===== src/rtl/dr_pkg.sv =====
package dr_pkg;

    // Decision a cell takes on the record it currently sees
    typedef enum logic [2:0] {
        ACT_IDLE   = 3'd0,  // no record
        ACT_TARGET = 3'd1,  // selected record reaches its parent slot
        ACT_MATCH  = 3'd2,  // identical member found, suppress insertion
        ACT_REUSE  = 3'd3,  // redundant slot taken over by the record
        ACT_MARK   = 3'd4,  // already placed record flags this slot redundant
        ACT_PASS   = 3'd5   // nothing to do here
    } cell_act_e;

endpackage


===== src/rtl/dr_fit_cmp.sv =====
module dr_fit_cmp #(
    parameter int NUM_OBJ = 2,
    parameter int FIT_W   = 8
) (
    input  logic [NUM_OBJ*FIT_W-1:0] slot_fit,
    input  logic [NUM_OBJ*FIT_W-1:0] rec_fit,
    output logic                     equal,
    output logic                     slot_dom
);
    logic [NUM_OBJ-1:0] ge_v;
    logic [NUM_OBJ-1:0] gt_v;
    logic [NUM_OBJ-1:0] eq_v;

    // one comparator triple per objective
    for (genvar o = 0; o < NUM_OBJ; o++) begin : g_obj
        logic [FIT_W-1:0] s_val;
        logic [FIT_W-1:0] r_val;
        assign s_val   = slot_fit[o*FIT_W +: FIT_W];
        assign r_val   = rec_fit[o*FIT_W +: FIT_W];
        assign ge_v[o] = (s_val >= r_val);
        assign gt_v[o] = (s_val >  r_val);
        assign eq_v[o] = (s_val == r_val);
    end

    assign equal    = &eq_v;
    assign slot_dom = (&ge_v) && (|gt_v);

endmodule


===== src/rtl/dr_cell.sv =====
module dr_cell
    import dr_pkg::*;
#(
    parameter int NUM_OBJ = 2,
    parameter int FIT_W   = 8,
    parameter int CHROM_W = 16,
    parameter int ADDR_W  = 2,
    parameter int SLOT_ID = 0
) (
    input  logic                     clk,
    input  logic                     rst_n,
    input  logic                     init_i,
    input  logic [NUM_OBJ*FIT_W-1:0] init_fit_i,
    input  logic                     in_valid,
    input  logic [NUM_OBJ*FIT_W-1:0] in_fit,
    input  logic [CHROM_W-1:0]       in_chrom,
    input  logic                     in_sel,
    input  logic [ADDR_W-1:0]        in_tgt,
    input  logic                     in_found,
    output logic                     out_valid,
    output logic [NUM_OBJ*FIT_W-1:0] out_fit,
    output logic [CHROM_W-1:0]       out_chrom,
    output logic                     out_sel,
    output logic [ADDR_W-1:0]        out_tgt,
    output logic                     out_found,
    output logic                     wr_o
);
    localparam int VEC_W = NUM_OBJ * FIT_W;
    localparam logic [ADDR_W-1:0] MY_ADDR = ADDR_W'(SLOT_ID);

    typedef struct packed {
        logic [VEC_W-1:0]   fit;     // slot fitness
        logic               free;    // slot is a redundant copy
        logic               rvalid;  // forwarded record
        logic [VEC_W-1:0]   rfit;
        logic [CHROM_W-1:0] rchrom;
        logic               rsel;
        logic [ADDR_W-1:0]  rtgt;
        logic               rfound;
        logic               wr;      // slot overwritten on this edge
    } cell_t;

    cell_t     cell_d, cell_q;
    cell_act_e act;
    logic      equal;
    logic      slot_dom;
    logic      is_tgt;

    dr_fit_cmp #(
        .NUM_OBJ (NUM_OBJ),
        .FIT_W   (FIT_W)
    ) u_cmp (
        .slot_fit (cell_q.fit),
        .rec_fit  (in_fit),
        .equal    (equal),
        .slot_dom (slot_dom)
    );

    assign is_tgt = in_sel && (in_tgt == MY_ADDR);

    // classify what this slot does with the incoming record
    always_comb begin
        if (!in_valid) begin
            act = ACT_IDLE;
        end else if (in_found) begin
            act = equal ? ACT_MARK : ACT_PASS;
        end else if (is_tgt) begin
            act = ACT_TARGET;
        end else if (equal) begin
            act = ACT_MATCH;
        end else if (cell_q.free && (in_tgt != MY_ADDR) && !slot_dom) begin
            act = ACT_REUSE;
        end else begin
            act = ACT_PASS;
        end
    end

    always_comb begin
        cell_d        = cell_q;
        cell_d.rvalid = in_valid;
        cell_d.rfit   = in_fit;
        cell_d.rchrom = in_chrom;
        cell_d.rsel   = in_sel;
        cell_d.rtgt   = in_tgt;
        cell_d.rfound = in_found;
        cell_d.wr     = 1'b0;
        unique case (act)
            ACT_TARGET: begin
                cell_d.fit    = in_fit;
                cell_d.rfound = 1'b1;
                cell_d.wr     = 1'b1;
            end
            ACT_MATCH: begin
                cell_d.rfound = 1'b1;
            end
            ACT_REUSE: begin
                cell_d.fit    = in_fit;
                cell_d.free   = 1'b0;
                cell_d.rfound = 1'b1;
                cell_d.wr     = 1'b1;
            end
            ACT_MARK: begin
                cell_d.free = 1'b1;
            end
            default: begin
            end
        endcase
        if (init_i) begin
            cell_d.fit    = init_fit_i;
            cell_d.free   = 1'b0;
            cell_d.rvalid = 1'b0;
            cell_d.wr     = 1'b0;
        end
    end

    always_ff @(posedge clk) begin
        if (!rst_n) begin
            cell_q <= '0;
        end else begin
            cell_q <= cell_d;
        end
    end

    assign out_valid = cell_q.rvalid;
    assign out_fit   = cell_q.rfit;
    assign out_chrom = cell_q.rchrom;
    assign out_sel   = cell_q.rsel;
    assign out_tgt   = cell_q.rtgt;
    assign out_found = cell_q.rfound;
    assign wr_o      = cell_q.wr;

    // a record accepted here appears at the output one cycle later
    a_r2_advance: assert property (@(posedge clk) disable iff (!rst_n)
        (in_valid && !init_i) |=> out_valid);

    // init leaves the cell quiet on the next cycle
    a_r1_init_quiet: assert property (@(posedge clk) disable iff (!rst_n)
        init_i |=> (!wr_o && !out_valid));

    // a selected, unplaced record writes its target slot
    a_r3_target_write: assert property (@(posedge clk) disable iff (!rst_n)
        (in_valid && !in_found && !init_i && is_tgt) |=> (wr_o && out_found));

    // an identical member suppresses the write but marks the record placed
    a_r4_match_no_write: assert property (@(posedge clk) disable iff (!rst_n)
        (in_valid && !in_found && !init_i && !is_tgt && equal) |=> (!wr_o && out_found));

    // a placed record never writes again and stays placed
    a_r8_found_no_write: assert property (@(posedge clk) disable iff (!rst_n)
        (in_valid && in_found && !init_i) |=> (!wr_o && out_found));

    // a dominating slot is never taken over by a non-target record
    a_r7_no_dominated_reuse: assert property (@(posedge clk) disable iff (!rst_n)
        (in_valid && !in_found && !init_i && !is_tgt && slot_dom) |=> !wr_o);

endmodule


===== src/rtl/dup_reject_chain.sv =====
module dup_reject_chain #(
    parameter int NUM_SLOTS = 4,
    parameter int NUM_OBJ   = 2,
    parameter int FIT_W     = 8,
    parameter int CHROM_W   = 16,
    localparam int ADDR_W   = (NUM_SLOTS > 1) ? $clog2(NUM_SLOTS) : 1,
    localparam int VEC_W    = NUM_OBJ * FIT_W
) (
    input  logic                           clk,
    input  logic                           rst_n,
    input  logic                           init_i,
    input  logic [NUM_SLOTS*VEC_W-1:0]     init_fit_i,
    input  logic                           rec_valid_i,
    input  logic [VEC_W-1:0]               rec_fit_i,
    input  logic [CHROM_W-1:0]             rec_chrom_i,
    input  logic                           rec_sel_i,
    input  logic [ADDR_W-1:0]              rec_tgt_i,
    output logic [NUM_SLOTS-1:0]           wr_en_o,
    output logic [NUM_SLOTS*VEC_W-1:0]     wr_fit_o,
    output logic [NUM_SLOTS*CHROM_W-1:0]   wr_chrom_o
);
    // record link leaving each cell
    logic               lk_valid [NUM_SLOTS];
    logic [VEC_W-1:0]   lk_fit   [NUM_SLOTS];
    logic [CHROM_W-1:0] lk_chrom [NUM_SLOTS];
    logic               lk_sel   [NUM_SLOTS];
    logic [ADDR_W-1:0]  lk_tgt   [NUM_SLOTS];
    logic               lk_found [NUM_SLOTS];

    for (genvar k = 0; k < NUM_SLOTS; k++) begin : g_cell
        logic               src_valid;
        logic [VEC_W-1:0]   src_fit;
        logic [CHROM_W-1:0] src_chrom;
        logic               src_sel;
        logic [ADDR_W-1:0]  src_tgt;
        logic               src_found;

        if (k == 0) begin : g_head
            assign src_valid = rec_valid_i;
            assign src_fit   = rec_fit_i;
            assign src_chrom = rec_chrom_i;
            assign src_sel   = rec_sel_i;
            assign src_tgt   = rec_tgt_i;
            assign src_found = 1'b0;
        end else begin : g_link
            assign src_valid = lk_valid[k-1];
            assign src_fit   = lk_fit[k-1];
            assign src_chrom = lk_chrom[k-1];
            assign src_sel   = lk_sel[k-1];
            assign src_tgt   = lk_tgt[k-1];
            assign src_found = lk_found[k-1];
        end

        dr_cell #(
            .NUM_OBJ (NUM_OBJ),
            .FIT_W   (FIT_W),
            .CHROM_W (CHROM_W),
            .ADDR_W  (ADDR_W),
            .SLOT_ID (k)
        ) u_cell (
            .clk        (clk),
            .rst_n      (rst_n),
            .init_i     (init_i),
            .init_fit_i (init_fit_i[k*VEC_W +: VEC_W]),
            .in_valid   (src_valid),
            .in_fit     (src_fit),
            .in_chrom   (src_chrom),
            .in_sel     (src_sel),
            .in_tgt     (src_tgt),
            .in_found   (src_found),
            .out_valid  (lk_valid[k]),
            .out_fit    (lk_fit[k]),
            .out_chrom  (lk_chrom[k]),
            .out_sel    (lk_sel[k]),
            .out_tgt    (lk_tgt[k]),
            .out_found  (lk_found[k]),
            .wr_o       (wr_en_o[k])
        );

        // write data is the record held in the cell's output stage
        assign wr_fit_o[k*VEC_W +: VEC_W]       = lk_fit[k];
        assign wr_chrom_o[k*CHROM_W +: CHROM_W] = lk_chrom[k];
    end

    // the head lane can only fire for a record sampled on the previous edge
    a_r2_head_source: assert property (@(posedge clk) disable iff (!rst_n)
        wr_en_o[0] |-> $past(rec_valid_i && !init_i));

    // a record leaving the tail unplaced never wrote on the way
    a_r8_tail_drop: assert property (@(posedge clk) disable iff (!rst_n)
        (lk_valid[NUM_SLOTS-1] && !lk_found[NUM_SLOTS-1]) |-> !wr_en_o[NUM_SLOTS-1]);

endmodule


===== config.mk =====
export PLATFORM = sky130hd
export DESIGN_NAME = dup_reject_chain
export DESIGN_NICKNAME = d
export VERILOG_FILES = /design/src/rtl/dr_pkg.sv /design/src/rtl/dr_fit_cmp.sv /design/src/rtl/dr_cell.sv /design/src/rtl/dup_reject_chain.sv
export SDC_FILE = /design/constraint.sdc
export NUM_CORES = 1
export LEC_CHECK = 0
export ABC_AREA = 0
export ABC_CLOCK_PERIOD_IN_PS = 5800
export BUFFER_PORTS_ARGS = -buffer_cell sky130_fd_sc_hd__clkbuf_2
export CORE_MARGIN = 2
export CORE_UTILIZATION = 50
export DETAILED_ROUTE_END_ITERATION = 6
export HOLD_SLACK_MARGIN = 0.03
export PLACE_DENSITY = 0.77
export RECOVER_POWER = 100
export SYNTH_ARGS = -nofsm -noshare
export SYNTH_HDL_FRONTEND = slang
export SYNTH_SLANG_ARGS = --single-unit

===== constraint.sdc =====
create_clock -name clk -period 5.8 [get_ports clk]
set_input_delay 0.58 -clock clk [delete_from_list [all_inputs] [get_ports clk]]
set_output_delay 0.58 -clock clk [all_outputs]
set_load 0.02 [all_outputs]

==> summary.txt, run 1 <==
Pwr
  • Max VDD drop: roughly 0.00019 V
  • Sequential share of power: 0.447
  • Power per Cell Area: 323 mW/mm^2
  • Pint: 0.00272 W
  • Net Sw Frac: 0.234
  • Psw: between 0.0008 and 0.0009 W
  • Pwr Total: around 0.0036 W
  • Leakage: around 4.6 nW
  • Combinational power share: 0.100
  • Clk pwr share: 0.453

Hold path
  • WHS Path Cells: 2
  • Hold endpoint: g_cell[0].u_cell.out_chrom[14]$_SDFF_PN0_
  • Hold Path Class: in -> reg
  • Worst Hold Launch: rec_chrom_i[14]

Synth
  • Adder-cell share of the synthesized area: 0.0797
  • Synth Area in Simple Gates: 0.163
  • Syn_area_per_cell: slightly below 10 um^2
  • Post-synthesis mux area share: 0.0319
  • Register bit count reported by yosys: about 220
  • Synth Warn #: 0
  • Syn Nets: 1205
  • Synth Area in Compound Gates: 0.142
  • Largest family of logic cells by synthesized area: simple AND/OR/NAND/NOR gates
  • EDFF count, synth: 0
  • Post-synthesis cell count: between 1000 and 1500
  • Netlist cell types: 51
  • XOR/XNOR share of the synthesized area: 0
  • Sequential element share of the synthesized area: 0.429
  • Synthesized area: about 0.01 mm^2
  • Ys flop type: dfxtp_1
  • Ys async rst share: 0

GRT
  • Largest net degree at the start of global routing: 142
  • GRT Total Usage: 0.209
  • First-pass GRT wire length: 35800 um
  • Global route total overflow: 0
  • Initial antenna violation count: 0
  • Vias in the first global route: 6864

Drt
  • Drt pass-1 iters: 5
  • Post-Route M1 WL: just under 10000 um
  • DR vias: 7034
  • Top Metal Used: met4
  • DRC: 0
  • Antenna Nets Post-Route: 0
  • WL/cell: between 15 and 20 um
  • Met2 wire len: ~11000 um
  • Final WL: 22900 um
  • Iteration-0 DRC Markers: between 400 and 500
  • DR vias/cell: 5.02
  • Met3 routed WL: 1400 um

STA
  • Worst-Margin Slew: 2710 ps
  • Final hold vios: 0
  • Final number of setup-violating endpoints: 0
  • Period Utilization, post-route: 0.662
  • Min Clock Period, post-route: approximately 3800 ps
  • Max-slew violations: approximately 140
  • Slew HR: -0.807
  • RSZ-0062 raised after global routing: no
  • Max frequency: between 200 and 300 MHz
  • Skew final: roughly 8.1 ps
  • Setup TNS: 0 ps

Place
  • Gpl congestion: between 0.8 and 0.9
  • Detail Placement HPWL: around 17000 um
  • I/O Buffers: ~230
  • Cells after DPL: 1358

Setup path
  • CP cell instances: clkbuf_2 > buf_4 > inv_1 > clkbuf_1 > nand2_1 > a21oi_1
  • CP Data Required Time: ~6200 ps
  • Critical path class: in -> reg
  • Crit end category: flop
  • Crit path buf inv count: 4
  • Worst-case reg-to-reg path depth: 9
  • Max stage delay cell, worst path: clkbuf_1
  • CP max stage delay: between 1500 and 2000 ps
  • CP Max Fanout: between 60 and 70
  • Critical Path Stages: 6
  • FF-to-FF End: g_cell[0].u_cell.cell_q[42]$_SDFFE_PN0P_
  • R2R setup slack: 2250 ps
  • Crit-path leading delay family: buffers and inverters
  • Type of origin of the critical path: input port
  • CP Data Arrival Time: approximately 4300 ps
  • Reg2reg start: g_cell[0].u_cell.cell_q[47]$_SDFFE_PN0P_

Clock tree
  • Postcts setup bufs: 0
  • TritonCTS clock tree: done
  • H-tree lvl count: 1
  • Clk buf depth: 3
  • Hold Buf Count CTS: 0
  • CTS clk-pin slew, worst paths: 60 ps
  • Cts repair resizes: 0
  • # clock sinks: ~220
  • Worst skew pair latency: between 500 and 600 ps
  • CTS buffer count: 23
  • Clock Tree Root: clkbuf_16

Run status
  • Status: finished with violations
  • Failing checks: max-capacitance violations, max-slew violations

Cells and area
  • Multi-input logic area: roughly 0.0042 mm^2
  • Most frequent cells in the layout: dfxtp_1 (215), clkbuf_1 (139), clkbuf_2 (101)
  • Fillers: 1837
  • Fin util: 0.561
  • Area grow syn2layout: 9.38%
  • Reg area: between 0.004 and 0.005 mm^2
  • Fin cells: between 1000 and 1500
  • Nets: 1285
  • Most common cell after layout, fill and taps aside: dfxtp_1
  • Layout cells sized above 1: 0.142

Die
  • Core area: 0.0196 mm^2
  • Initial Util: 0.513
  • Die H: ~150 um
  • Site Rows: just over 50
  • Chip Width: roughly 150 um
  • Top-Level Pins: between 200 and 250
  • Die area: roughly 0.021 mm^2

Flow run
  • Max-Cap Viols: 2
==> cell families after synthesis <==
logic type | count (synthesis)
AOI/OAI and AO/OA | 200
adders and majority gates | 64
buffers and inverters | 259
DFF | 215
muxes | 32
and+or+nand+nor | 268
==> metal layers <==
layer  global-route usage  vias up
met4               0.0574        0
met1                0.255     3225
li1                     -     3555
met3               0.0367       32
met5                    0        -
met2                0.377      222
==> synth_stat cells (6+ instances only) <==
master    instances  area share
dfxtp_1         215        0.43
and2_1          139       0.087
buf_4           134        0.10
a21oi_1          74       0.037
inv_1            74       0.028
ha_1             64       0.080
o21ai_0          45       0.022
nand2b_1         39       0.024
clkbuf_1         36       0.013
mux2i_1          32       0.032
and3_1           31       0.019
o311a_1          30       0.030
nand4_1          17       0.011
nor2_1           15      0.0056
o21a_1           10      0.0075
buf_2             8      0.0040
nand2_1           8      0.0030
a211oi_1          7      0.0052
a211o_1           6      0.0052
==> metrics by stage <==
stage               hold WS, ps  setup slack [ps]  area (um^2)
floorplan                   409              3440        10000
global placement            419              2840        10300
detailed placement          431              2660        10300
CTS                         256              2800        11200
global route                269              1510        11000
finish                      279              1960        11000
==> flip-flops by register name (all words and copies together) (netlist names) <==
| signal | count |
|---|---|
| g_cell.u_cell.cell_q | 68 |
| g_cell.u_cell.out_chrom | 64 |
| g_cell.u_cell.out_fit | 64 |
| g_cell.u_cell.out_tgt | 6 |
| g_cell.u_cell.wr_o | 4 |
| g_cell.u_cell.out_found | 3 |
| g_cell.u_cell.out_sel | 3 |
| g_cell.u_cell.out_valid | 3 |
==> how the worst max path moves through the flow <==
stage                                      startpoint                                  endpoint  slack, ps
2_1_floorplan                            rec_fit_i[0]  g_cell[0].u_cell.cell_q[46]$_SDFFE_PN0P_       3440
3_3_place_gp                             rec_fit_i[0]  g_cell[0].u_cell.cell_q[47]$_SDFFE_PN0P_       2840
3_5_place_dp                             rec_fit_i[8]  g_cell[0].u_cell.cell_q[39]$_SDFFE_PN0P_       2660
4_1_cts        g_cell[1].u_cell.out_fit[5]$_SDFF_PN0_  g_cell[2].u_cell.cell_q[50]$_SDFFE_PN0P_       2800
5_1_grt                                        init_i          g_cell[1].u_cell.wr_o$_SDFF_PP0_       1510
6_report                                       init_i          g_cell[1].u_cell.wr_o$_SDFF_PP0_       1960
==> power by group through the flow <==
stage,logic [W],registers [W],clock network (W)
6_report,0.000355,0.00159,0.00161
5_1_grt,0.000397,0.00159,0.00170
3_5_place_dp,0.000361,0.00162,0
2_1_floorplan,0.000293,0.00160,0
3_3_place_gp,0.000353,0.00162,0
4_1_cts,0.000365,0.00159,0.00164
==> cell type report <==
type	instances	area share
multi-input combinational	564	0.381
sequential	215	0.392
timing repair buffer	240	0.0949
antenna	1	0.000228
clock inverter	8	0.0150
clock buffer	33	0.0613
inverter	74	0.0253
tap	265	0.0302
Power figures use the tool's default switching activity.
==> inputs of run 2 (changes only) <==
- ABC_CLOCK_PERIOD_IN_PS: 5800 -> 3250
- CORE_UTILIZATION: 50 -> 49
- PLACE_DENSITY: 0.77 -> 0.79
- clock period: 5.8 -> 3.25 ns (I/O delays scaled with it)
==> run 2 against run 1 <==
Compared with the run above: the run still ends with max-capacitance violations, max-slew violations left; critical path type unchanged; highest routed layer unchanged; via count is 3.5% higher; first-iteration DRC count is 28% lower; die area is 2.0% higher; combinational power is 83% higher; worst setup slack worse by 1400 ps; critical path depth is 5 higher; design area is 1.4% higher; sequential share of layout area is 0.54 points lower; largest power group is now sequential cells; core utilization is 0.85 points lower; wire length is 1.2% higher; cell count is 2.1% higher.
==> summary.txt, run 2 (same netlist as run 1, synthesis figures left out) <==
Setup path
  • CP Data Arrival Time: 3110 ps (-1140 ps)
  • Type of origin of the critical path: input port
  • Reg2reg start: g_cell[2].u_cell.out_fit[8]$_SDFF_PN0_
  • Crit end category: flop
  • Crit path to: g_cell[0].u_cell.cell_q[42]$_SDFFE_PN0P_
  • CP Max Fanout: 7 (-90%)
  • Max stage delay cell, worst path: dlygate4sd3_1
  • Critical path class: in -> reg
  • Crit path buf inv count: 4 (unchanged)
  • Crit-path leading delay family: compound AO/OA/AOI/OAI gates
  • FF-to-FF End: g_cell[3].u_cell.cell_q[50]$_SDFFE_PN0P_
  • CP Data Required Time: 3630 ps (-2580 ps)
  • CP cell instances: dlygate4sd3_1 > clkbuf_2 > inv_1 > ha_1 > a211o_1 > a211oi_1 > o31ai_1 > a31oi_2 > clkbuf_1 > mux2i_1 > a21oi_1
  • CP startpoint: rec_fit_i[13]
  • R2R setup slack: 550 ps (-1700 ps)
  • Worst-case reg-to-reg path depth: 8 (-1)
  • CP max stage delay: 530 ps (-1380 ps)
  • Critical Path Stages: 11 (+5)

STA
  • Hold WS: 45.0 ps (-234 ps)
  • Max-slew violations: 64 (-53%)
  • RSZ-0062 raised after global routing: no
  • Skew final: 29.5 ps (+21.5 ps)
  • Final number of setup-violating endpoints: 0 (unchanged)
  • Min Clock Period, post-route: 2730 ps
  • Max frequency: between 300 and 400 MHz
  • Setup TNS: 0 ps (unchanged)
  • Worst-Margin Slew: 2220 ps (-490 ps)
  • Slew HR: -0.480 (+0.327)
  • Final hold vios: 0 (unchanged)
  • Period Utilization, post-route: 0.840

Drt
  • DR vias/cell: 5.09 (+1.4%)
  • Drt pass-1 iters: 4 (-1)
  • DRC: 0 (unchanged)
  • WL/cell: 16.2 um (-0.87%)
  • Final WL: 23200 um (+1.2%)
  • Iteration-0 DRC Markers: 294 (-28%)
  • DR vias: 7279 (+3.5%)
  • Antenna Nets Post-Route: 0 (unchanged)

Cells and area
  • Layout cells sized above 1: 0.148 (+0.00643)
  • Area grow syn2layout: 10.9%
  • Most frequent cells in the layout: dfxtp_1 (215), clkbuf_1 (135), clkbuf_2 (105)
  • Most common cell after layout, fill and taps aside: dfxtp_1
  • Post-route cell area: 0.0111 mm^2 (+1.4%)
  • Nets: 1310 (+1.9%)
  • Max FFs per register: 68 (unchanged)
  • Top reg by flops: g_cell.u_cell.cell_q
  • Antenna cells: 0 (-1)

GRT
  • GRT Total Usage: 0.206 (-0.00227)
  • Vias in the first global route: 7097 (+3.4%)
  • Largest net degree at the start of global routing: 70 (-51%)
  • Global route total overflow: 0 (unchanged)
  • Initial antenna violation count: 0 (unchanged)
  • First-pass GRT wire length: 36200 um (+1.0%)

Pwr
  • Leakage: 4.68 nW (+1.2%)
  • Net Sw Frac: 0.251 (+0.0166)
  • Combinational power share: 0.106 (+0.006)
  • Clk pwr share: 0.429 (-0.024)
  • Sequential share of power: 0.464 (+0.017)
  • Psw: 0.00153 W (+84%)
  • Max VDD drop: 0.000359 V (+88%)
  • Pint: 0.00457 W (+68%)
  • Power per Cell Area: 547 mW/mm^2 (+69%)

Clock tree
  • CTS clk-pin slew, worst paths: 60 ps (about the same)
  • Clk buf depth: 3 (unchanged)
  • # clock sinks: 215 (unchanged)
  • TritonCTS clock tree: done
  • Worst skew pair latency: 520 ps (about the same)
  • CTS buffer count: 23 (unchanged)
  • H-tree lvl count: 1 (unchanged)
  • Postcts setup bufs: 0 (unchanged)
  • Clock Tree Root: clkbuf_16

Run status
  • Failing checks: max-capacitance violations, max-slew violations
  • Status: finished with violations

Die
  • Site Rows: 52 (+2.0%)
  • Core area: 0.0202 mm^2 (+3.0%)
  • Chip Width: 147 um (+0.99%)
  • Initial Util: 0.498 (-0.0147)
  • Top-Level Pins: 235 (unchanged)
  • Die H: 147 um (+0.99%)
  • Die area: 0.0217 mm^2 (+2.0%)

Flow run
  • Max-Cap Viols: 1 (-1)

Place
  • Detail Placement HPWL: 17000 um (+2.7%)
  • Gpl congestion: 0.863 (+6.5%)
  • Placed cell areas: 0.0104 mm^2 (+0.76%)
  • I/O Buffers: 234 (unchanged)

Hold path
  • WHS Path Cells: 2 (unchanged)
  • Hold Path Class: in -> reg
run 2: cell count changes in the layout (fill, tap and decap cells not counted), sizes merged:
cell and change:
clkinvlp +2, clkinv +1, diode -1, bufinv -4
inv +4, dlygate4sd3 +17, buf +5
run 2: final cells by class:
cell class | instances | area (um^2)
clock buffer | 30 | 662
clock inverter | 11 | 108
fill | 1855 | 9030
inverter | 74 | 278
multi-input combinational | 564 | 4170
sequential | 215 | 4300
tap | 270 | 338
timing repair buffer | 265 | 1280
run 2: stage by stage:
| stage | util | worst slack [ps] | power (W) | std cells |
|---|---|---|---|---|
| detailed placement | 0.516 | 594 | 0.00354 | 1371 |
| floorplan | - | 1060 | 0.00338 | 1038 |
| global placement | 0.516 | 657 | 0.00352 | 1371 |
| global route | 0.552 | 243 | 0.00634 | 1429 |
| CTS | 0.562 | 627 | 0.00617 | 1428 |
| finish | 0.552 | 521 | 0.00610 | 1429 |
run 2: power groups by stage:
stage / Combinational, W / Sequential, W / Clock, W
CTS: 0.000672 / 0.00283 / 0.00267
floorplan: 0.000522 / 0.00285 / 0
detailed placement: 0.000651 / 0.00289 / 0
finish: 0.000648 / 0.00283 / 0.00262
global placement: 0.000633 / 0.00288 / 0
global route: 0.000724 / 0.00284 / 0.00277
run 2: worst reg2reg max path, stage by stage (launching register included):
cell and delay [ps]:
dfxtp_1 440, ha_1 280, nand2b_1 150, a2111oi_0 430
o31ai_1 200, a311oi_4 540, buf_12 230, mux2i_1 210
a21oi_1 90
run 2: worst min-delay path by stage:
stage,start,endpoint,slack [ps]
after floorplan,g_cell[0].u_cell.cell_q[38]$_SDFFE_PP0P_,g_cell[0].u_cell.cell_q[38]$_SDFFE_PP0P_,410
after global placement,g_cell[0].u_cell.cell_q[38]$_SDFFE_PP0P_,g_cell[0].u_cell.cell_q[38]$_SDFFE_PP0P_,420
after detailed placement,g_cell[0].u_cell.cell_q[38]$_SDFFE_PP0P_,g_cell[0].u_cell.cell_q[38]$_SDFFE_PP0P_,420
after CTS,rec_chrom_i[2],g_cell[0].u_cell.out_chrom[2]$_SDFF_PN0_,30
after global routing,rec_fit_i[14],g_cell[0].u_cell.out_fit[14]$_SDFF_PN0_,40
final,rec_fit_i[10],g_cell[0].u_cell.out_fit[10]$_SDFF_PN0_,40
run 2: layer usage:
layer | share of wire | global-route usage
met1 | 0.42 | 0.253
met2 | 0.49 | 0.371
met3 | 0.069 | 0.0429
met4 | 0.016 | 0.0495
met5 | 0 | 0
run 2: timing repair:
| action | 4_1_cts | 5_1_grt |
|---|---|---|
| endpoints found under the hold margin | 16 | 1 |
| hold buffers | 16 | 1 |
| resized for setup | 0 | 0 |
==> inputs of run 3 (changes only) <==
- ABC_CLOCK_PERIOD_IN_PS: 3250 -> 2500
- clock period: 3.25 -> 2.5 ns (I/O delays scaled with it)
==> run 3 against run 2 <==
Compared with the run above: hold slack improved by 12 ps; sequential share of layout area is 2.1 points lower; clock skew decreased by 19 ps; worst setup slack got worse by 420 ps; global-route usage increased by 1.3 points; highest routed layer unchanged; register-to-register slack worse by 450 ps; the run still ends with max-capacitance violations, max-slew violations left; non-clock buffer count rose by 67; largest power group unchanged; wire length up 5.7%; core utilization up 3.2 points; critical path depth shrank 2.
==> summary.txt, run 3 (same netlist as run 1, synthesis figures left out) <==
Drt
  • DRC: 0 (unchanged)
  • Iteration-0 DRC Markers: 303 (+3.1%)
  • Top Metal Used: met4
  • Post-Route M1 WL: 10100 um (+3.3%)
  • Final WL: 24500 um (+5.7%)
  • WL/cell: 16.4 um (+1.1%)
  • Met3 routed WL: 1450 um (-9.9%)
  • DR vias: 7589 (+4.3%)
  • Met2 wire len: 12300 um (+7.8%)
  • Drt pass-1 iters: 5 (+1)
  • Antenna Nets Post-Route: 0 (unchanged)
  • DR vias/cell: 5.08 (-0.28%)

Cells and area
  • Post-route cell area: 0.0118 mm^2 (+5.8%)
  • Area grow syn2layout: 17.4%
  • Most frequent cells in the layout: dfxtp_1 (214), clkbuf_1 (138), clkbuf_2 (104)
  • Fillers: 1777 (-4.2%)
  • Nets: 1377 (+5.1%)
  • Antenna cells: 0 (unchanged)
  • Top reg by flops: g_cell.u_cell.cell_q
  • Max FFs per register: 68 (unchanged)
  • Layout cells sized above 1: 0.163 (+0.0142)
  • Most common cell after layout, fill and taps aside: dfxtp_1

Clock tree
  • CTS clk-pin slew, worst paths: 60 ps (about the same)
  • # clock sinks: 215 (unchanged)
  • Worst skew pair latency: 500 ps (-20 ps)
  • TritonCTS clock tree: done
  • H-tree lvl count: 1 (unchanged)
  • Clock Tree Root: clkbuf_16
  • Clk buf depth: 3 (unchanged)
  • CTS buffer count: 23 (unchanged)

Run status
  • Status: finished with violations
  • Failing checks: max-capacitance violations, max-slew violations

STA
  • Min Clock Period, post-route: around 2400 ps
  • Setup TNS: 0 ps (unchanged)
  • RSZ-0062 raised after global routing: no
  • Hold WS: 56.9 ps (+12.0 ps)
  • Worst-Margin Slew: 1680 ps (-539 ps)
  • Final hold vios: 0 (unchanged)
  • Max frequency: between 400 and 500 MHz
  • Max-slew violations: 46 (-28%)
  • Final number of setup-violating endpoints: 0 (unchanged)
  • Skew final: 10.7 ps (-18.8 ps)
  • Period Utilization, post-route: 0.961
  • Slew HR: -0.121 (+0.359)

GRT
  • Global route total overflow: 0 (unchanged)
  • GRT Total Usage: 0.220 (+0.0132)
  • Vias in the first global route: 7631 (+7.5%)
  • First-pass GRT wire length: 38300 um (+5.9%)
  • Largest net degree at the start of global routing: 64 (-8.6%)
  • Initial antenna violation count: 0 (unchanged)

Place
  • I/O Buffers: 234 (unchanged)
  • Detail Placement HPWL: 17600 um (+3.6%)
  • Placed cell areas: 0.0107 mm^2 (+2.5%)
  • Gpl congestion: 0.833 (-3.5%)

Setup path
  • CP Max Fanout: 7 (unchanged)
  • CP Data Required Time: 2880 ps (-750 ps)
  • Crit end category: flop
  • Type of origin of the critical path: flop
  • Critical path class: reg -> reg
  • CP Data Arrival Time: 2780 ps (-330 ps)

Die
  • Core area: 0.0202 mm^2 (unchanged)
  • Initial Util: 0.498 (unchanged)
  • Site Rows: 52 (unchanged)
  • Top-Level Pins: 235 (unchanged)
  • Die area: 0.0217 mm^2 (unchanged)
  • Die H: 147 um (unchanged)
  • Chip Width: 147 um (unchanged)

Pwr
  • Leakage: 5.01 nW (+7.0%)
  • Power per Cell Area: 675 mW/mm^2 (+23%)
  • Max VDD drop: 0.000572 V (+59%)

Hold path
  • Hold Path Class: in -> reg

Flow run
  • Max-Cap Viols: 1 (unchanged)
[run 3: power breakdown]
group | internal [W] | switching [W] | total [W] | leakage [nW]
sequential | 0.00358 | 0.0000932 | 0.00367 | 1.77
combinational | 0.000439 | 0.000514 | 0.000953 | 2.89
clock | 0.00199 | 0.00134 | 0.00333 | 0.352
total | 0.00601 | 0.00195 | 0.00796 | 5.01
[run 3: final timing paths]
check	startpoint	to	slack [ps]	cells past startpoint
worst max-delay path	g_cell[2].u_cell.out_fit[13]$_SDFF_PN0_	g_cell[3].u_cell.cell_q[42]$_SDFFE_PN0P_	100	9
worst min-delay path	init_fit_i[8]	g_cell[0].u_cell.cell_q[47]$_SDFFE_PN0P_	60	3
worst max register to register	g_cell[2].u_cell.out_fit[13]$_SDFF_PN0_	g_cell[3].u_cell.cell_q[42]$_SDFFE_PN0P_	100	9
worst min register to register	g_cell[0].u_cell.cell_q[38]$_SDFFE_PP0P_	g_cell[0].u_cell.cell_q[38]$_SDFFE_PP0P_	430	2
[run 3: per-stage QoR]
stage           util  cells  total power (W)  setup WS [ps]
5_1_grt        0.584   1494          0.00830           7.04
2_1_floorplan      -   1038          0.00439            312
3_5_place_dp   0.529   1400          0.00464            134
3_3_place_gp   0.529   1400          0.00460            209
4_1_cts        0.593   1494          0.00806           99.3
6_report       0.584   1494          0.00796           96.5
[run 3: worst max-delay path, stage by stage (launching register included)]
cell      delay, ps
dfxtp_1         370
inv_1            60
ha_1            310
a211o_1         320
a211oi_2        210
o31ai_2         140
a311oi_4        280
clkbuf_2        290
mux2i_1         220
a21oi_1          90
[run 3: area by class of cell]
| class | count | area, um^2 | share of cell area |
|---|---|---|---|
| Sequential cell | 215 | 4310 | 0.365 |
| Multi-Input combinational cell | 564 | 4210 | 0.357 |
| Timing Repair Buffer | 332 | 1910 | 0.162 |
| Clock buffer | 30 | 632 | 0.0536 |
| Tap cell | 270 | 338 | 0.0287 |
| Inverter | 74 | 278 | 0.0236 |
| Clock inverter | 9 | 113 | 0.00955 |
[run 3: routing by layer]
| layer | vias to the layer above | GRT usage |
|---|---|---|
| met2 | 269 | 0.403 |
| met4 | 0 | 0.0750 |
| met1 | 3540 | 0.258 |
| li1 | 3732 | - |
| met3 | 48 | 0.0382 |
| met5 | - | 0 |
[run 3: timing repair]
action	CTS	global route
endpoints found under the hold margin	57	0
setup endpoints to repair	0	32
hold buffers	55	0
resized for setup	0	6
setup buffers	0	0
